### src/rtl/fld_irq_pkg.sv
package fld_irq_pkg;

    localparam int FLD_ADDR_W = 3;
    localparam int FLD_REG_W  = 16;

    // bit positions the timing core drives
    localparam int FLD_EV_BOTTOM = 0;
    localparam int FLD_EV_TOP    = 1;

    typedef enum logic [FLD_ADDR_W-1:0] {
        A_STAT     = 3'd0,
        A_STAT_CLR = 3'd1,
        A_MASK     = 3'd2,
        A_MASK_CLR = 3'd3,
        A_MASK_SET = 3'd4
    } fld_addr_e;

    typedef struct packed {
        logic stat_clr;
        logic mask_clr;
        logic mask_set;
    } fld_wstrobe_t;

endpackage

### src/rtl/fld_irq_regif.sv
module fld_irq_regif
    import fld_irq_pkg::*;
#(
    parameter int REG_W  = FLD_REG_W,
    parameter int ADDR_W = FLD_ADDR_W
) (
    input  logic              wr_en,
    input  logic              rd_en,
    input  logic [ADDR_W-1:0] addr,
    input  logic [REG_W-1:0]  stat,
    input  logic [REG_W-1:0]  mask,
    output fld_wstrobe_t      strobe,
    output logic [REG_W-1:0]  rdata
);

    always_comb begin
        strobe          = '0;
        strobe.stat_clr = wr_en && (addr == A_STAT_CLR);
        strobe.mask_clr = wr_en && (addr == A_MASK_CLR);
        strobe.mask_set = wr_en && (addr == A_MASK_SET);
    end

    always_comb begin
        rdata = '0;
        if (rd_en) begin
            if (addr == A_STAT)      rdata = stat;
            else if (addr == A_MASK) rdata = mask;
        end
    end

endmodule

### src/rtl/fld_irq_status.sv
module fld_irq_status #(
    parameter int REG_W = 16
) (
    input  logic             clk,
    input  logic             rst_n,
    input  logic [REG_W-1:0] ev_i,
    input  logic             clr_en,
    input  logic [REG_W-1:0] clr_bits,
    output logic [REG_W-1:0] stat_o
);

    typedef struct packed {
        logic [REG_W-1:0] bits;
    } stat_t;

    stat_t            st_d, st_q;
    logic [REG_W-1:0] nxt_bit;

    // one sticky cell per event; a new event overrides a clear
    for (genvar i = 0; i < REG_W; i++) begin : g_cell
        assign nxt_bit[i] = ev_i[i] | (st_q.bits[i] & ~(clr_en & clr_bits[i]));
    end

    always_comb begin
        st_d      = st_q;
        st_d.bits = nxt_bit;
    end

    always_ff @(posedge clk or negedge rst_n) begin
        if (!rst_n) st_q <= '0;
        else        st_q <= st_d;
    end

    assign stat_o = st_q.bits;

endmodule

### src/rtl/fld_irq_mask.sv
module fld_irq_mask #(
    parameter int REG_W = 16
) (
    input  logic             clk,
    input  logic             rst_n,
    input  logic             set_en,
    input  logic             clr_en,
    input  logic [REG_W-1:0] bits_i,
    output logic [REG_W-1:0] mask_o
);

    typedef struct packed {
        logic [REG_W-1:0] bits;
    } mask_t;

    mask_t mk_d, mk_q;

    always_comb begin
        mk_d = mk_q;
        if (set_en) mk_d.bits = mk_d.bits | bits_i;
        if (clr_en) mk_d.bits = mk_d.bits & ~bits_i;
    end

    always_ff @(posedge clk or negedge rst_n) begin
        if (!rst_n) mk_q <= '0;
        else        mk_q <= mk_d;
    end

    assign mask_o = mk_q.bits;

endmodule

### src/rtl/fld_irq_unit.sv
module fld_irq_unit
    import fld_irq_pkg::*;
#(
    parameter int REG_W  = FLD_REG_W,
    parameter int ADDR_W = FLD_ADDR_W
) (
    input  logic              clk,
    input  logic              rst_n,
    input  logic              wr_en,
    input  logic              rd_en,
    input  logic [ADDR_W-1:0] addr,
    input  logic [REG_W-1:0]  wdata,
    output logic [REG_W-1:0]  rdata,
    input  logic [REG_W-1:0]  ev_i,
    output logic              irq_o
);

    fld_wstrobe_t     strobe;
    logic [REG_W-1:0] stat_vec;
    logic [REG_W-1:0] mask_vec;

    fld_irq_regif #(.REG_W(REG_W), .ADDR_W(ADDR_W)) u_regif (
        .wr_en  (wr_en),
        .rd_en  (rd_en),
        .addr   (addr),
        .stat   (stat_vec),
        .mask   (mask_vec),
        .strobe (strobe),
        .rdata  (rdata)
    );

    fld_irq_status #(.REG_W(REG_W)) u_status (
        .clk      (clk),
        .rst_n    (rst_n),
        .ev_i     (ev_i),
        .clr_en   (strobe.stat_clr),
        .clr_bits (wdata),
        .stat_o   (stat_vec)
    );

    fld_irq_mask #(.REG_W(REG_W)) u_mask (
        .clk    (clk),
        .rst_n  (rst_n),
        .set_en (strobe.mask_set),
        .clr_en (strobe.mask_clr),
        .bits_i (wdata),
        .mask_o (mask_vec)
    );

    assign irq_o = |(stat_vec & mask_vec);

endmodule

### config.mk
export PLATFORM = sky130hd
export DESIGN_NAME = fld_irq_unit
export DESIGN_NICKNAME = d
export VERILOG_FILES = /design/src/rtl/fld_irq_pkg.sv /design/src/rtl/fld_irq_regif.sv /design/src/rtl/fld_irq_status.sv /design/src/rtl/fld_irq_mask.sv /design/src/rtl/fld_irq_unit.sv
export SDC_FILE = /design/constraint.sdc
export NUM_CORES = 1
export LEC_CHECK = 0
export BUFFER_PORTS_ARGS = -buffer_cell sky130_fd_sc_hd__buf_4
export CAP_MARGIN = 15
export CORE_MARGIN = 5
export CORE_UTILIZATION = 45
export DETAILED_ROUTE_END_ITERATION = 10
export PLACE_DENSITY = 0.74
export RECOVER_POWER = 25
export SYNTH_ARGS = -nofsm -noshare
export SYNTH_HDL_FRONTEND = slang
export SYNTH_SLANG_ARGS = --single-unit
### constraint.sdc
create_clock -name clk -period 1.2 [get_ports clk]
set_input_delay 0.06 -clock clk [delete_from_list [all_inputs] [get_ports clk]]
set_output_delay 0.06 -clock clk [all_outputs]
set_load 0.05 [all_outputs]
==> results.toml <==
[outcome]
status = "finished, violations left"
violations = "negative setup slack"

[sta]
fin_tns_setup_ps = -1230
slew_violations = 0
rsz0062_at_grt = "yes"
relSlewSlack_pct = 48.1
holdWs_ps = 283
finalCritPeriodShare_pct = 131
hold_viol = 0
worstMarginPinSlew_ps = 778
max_freq_ghz = 0.634
setup_viol = 15
worst_slack_ps = -376
fin_crit_ps = 1580
fin_skew_ps = 0

[clock_tree]
cts_root_buf = "clkbuf_4"
cts_max_level = 2
clockBufferDepth = 2
path_clk_slew_ps = 110
worst_skew_pair.late_latency_ps = 330
cts_tree = "done"
cts_sinks = 32
cts_buffers = 5

[setup_path]
cp_slowest_cell = "dfrtp_1"
required_ps = 1140
r2r_cells = 3
cp.buffers_inverters = 1
r2r_slack_ps = 300
cp_slowest_stage_delay_ps = 390
crit_fanout = 2
worstPathArrival_ps = 1520
start_kind = "flip-flop"
reg2reg_to = "u_status.stat_o[14]"
r2r-start = "u_status.stat_o[14]"
crit_chain = "a22o_1 > a221oi_2 > nand4_1 > buf_6"
cpLargestDelayFamily = "compound AO/OA/AOI/OAI gates"
end_kind = "output port"
worstSetupPathType = "flip-flop to output port"

[synthesis]
synth_top_cell_area_share_pct = 51.5
synthDistinctLibCells = 16
yosys_warnings = 0
synth-edff-count = 0
synth.area.top_cells = "dfrtp_1 51%, mux2i_1 10%, a21oi_1 9.0%, a21o_1 7.7%, nand2_1 4.1%"
synth_seq_cells = 32
yosysMostFrequentCell = "dfrtp_1"
synthCells = 151
synth_top_flop_cell = "dfrtp_1"
syn_nets = 190
synth.cell_area_um2 = 1560
synth_common_cells = "32 x dfrtp_1, 28 x a21oi_1, 17 x nand2_1, 17 x nor2_1"
async_flop_share_pct = 100
ys_seq_area_share_pct = 51.5
synth_area_leader_cell = "dfrtp_1"
synth.avg_cell_area_um2 = 10.3

[detailed_routing]
wl_per_cell_um = 16.3
detail_route.vias_per_cell = 5.19
drt_wl_total_um = 4980
initialDrtViolationCount = 69
vias = 1587
drtAntennaViolNets = 0
drt_pass1_iterations = 5
drc = 0

[floorplan]
die_w_um = 68.8
rows = 21
pin_count = 56
dieArea_um2 = 4730
die_h_um = 68.8
start_util_pct = 46.6
core-area_um2 = 3340

[pwr]
p_switching_uw = 878
p_int_mw = 2.10
share_seq_of_total_power_pct = 44.6
switching_share_pct = 29.5
power_density_nw_per_um2 = 1100
power_mw = 2.98
combPwrFrac_pct = 28.1
clockPowerShare_pct = 27.4
peakVddDrop_v = 0.000642
p_leak_nw = 1.19

[grt]
grt_max_degree = 33
antenna_found_initial = 0
grtUsageTotal_pct = 23.2
grt_pass1_vias = 1667
overflow = 0
grt_pass1_wl_um = 7690

[final_layout]
n_antenna_cell = 0
area_growth_syn_to_layout_pct = 73.5
final_nets = 298
stdcell_area_um2 = 2700
drive_above_1_share_pct = 39.6

[hold_path]
hp-class = "primary input to flip-flop"
hold_depth = 5
hp-start = "addr[0]"

[placement]
dp_worst_setup_slack_ps = 6.64
hpwlAfterDp_um = 3080
gp_congestion = 0.775
io_buffers = 55
placed_area_um2 = 2140

[run]
drv_cap = 0
power by group through the flow:
| stage | combinational (mW) | clock (mW) | sequential (mW) |
|---|---|---|---|
| after global placement | 0.661 | 0 | 1.33 |
| after global routing | 0.909 | 0.889 | 1.35 |
| after floorplan | 0.400 | 0 | 1.32 |
| final | 0.836 | 0.815 | 1.33 |
| after detailed placement | 0.674 | 0 | 1.34 |
| after CTS | 0.794 | 0.821 | 1.32 |
per-layer routing:
metal / share of wire [%] / vias up / wire length (um) / GRT usage [%]
li1: - / 762 / - / -
met1: 38 / 745 / 1910 / 25.2
met2: 54 / 69 / 2670 / 42.2
met3: 6.4 / 11 / 320 / 6.65
met4: 1.7 / 0 / 87 / 8.76
met5: 0 / - / 0 / 0
through the flow:
| stage | std cells | utilization (%) |
|---|---|---|
| after floorplan | 151 | - |
| after global placement | 260 | 64.2 |
| after detailed placement | 260 | 64.2 |
| after CTS | 301 | 79.1 |
| after global routing | 306 | 80.8 |
| final | 306 | 80.8 |
worst min-delay path, cell delays in order:
cell and delay, ps:
buf_4 100, nor4bb_2 40, buf_4 190, a21oi_1 160
a21oi_1 50
cells in the final DEF, fill, tap and decap left out, types with 5 or more instances in the layout:
cell,n
nor2_2,8
nor2_1,9
dlygate4sd3_1,33
clkbuf_4,5
mux2i_1,14
buf_6,26
a21oi_1,28
buf_4,50
dfrtp_1,32
nand2_1,17
a21o_1,16
worst max-delay path by stage:
stage | startpoint | end | slack (ps) | depth (start not counted)
2_1_floorplan | flip-flop | irq_o | -130 | 3
3_3_place_gp | u_status.stat_o[14] | irq_o | 20 | 4
3_5_place_dp | u_status.stat_o[14] | irq_o | 7 | 4
4_1_cts | flip-flop | irq_o | -360 | 4
5_1_grt | u_status.stat_o[14] | irq_o | -490 | 4
6_report | u_status.stat_o[14] | irq_o | -380 | 4
repair_timing:
item | 4_1_cts | 5_1_grt
endpoints found under the hold margin | 64 | 0
gates resized for setup | 24 | 5
pin swaps | 8 | 8
buffers inserted | 3 | 5
hold buffers | 33 | 0
endpoints found under the setup margin | 17 | 17
cell type report:
type / count / area, um2
fill: 210 / 639
sequential: 32 / 801
multi-input combinational: 110 / 759
timing repair buffer: 110 / 1000
clock inverter: 2 / 35.0
clock buffer: 6 / 41.3
tap: 46 / 57.6
kinds of logic (layout without fill, tap and decap cells):
kind of cell | count (synthesis) | after routing | synth area share, %
buffers and inverters | 9 | 118 | 4.02
AO/OA/AOI/OAI | 56 | 56 | 23.5
multiplexers | 16 | 16 | 10.3
AND/OR/NAND/NOR | 38 | 38 | 10.7
flip-flops | 32 | 32 | 51.5
(Power assumes the default switching activity.)
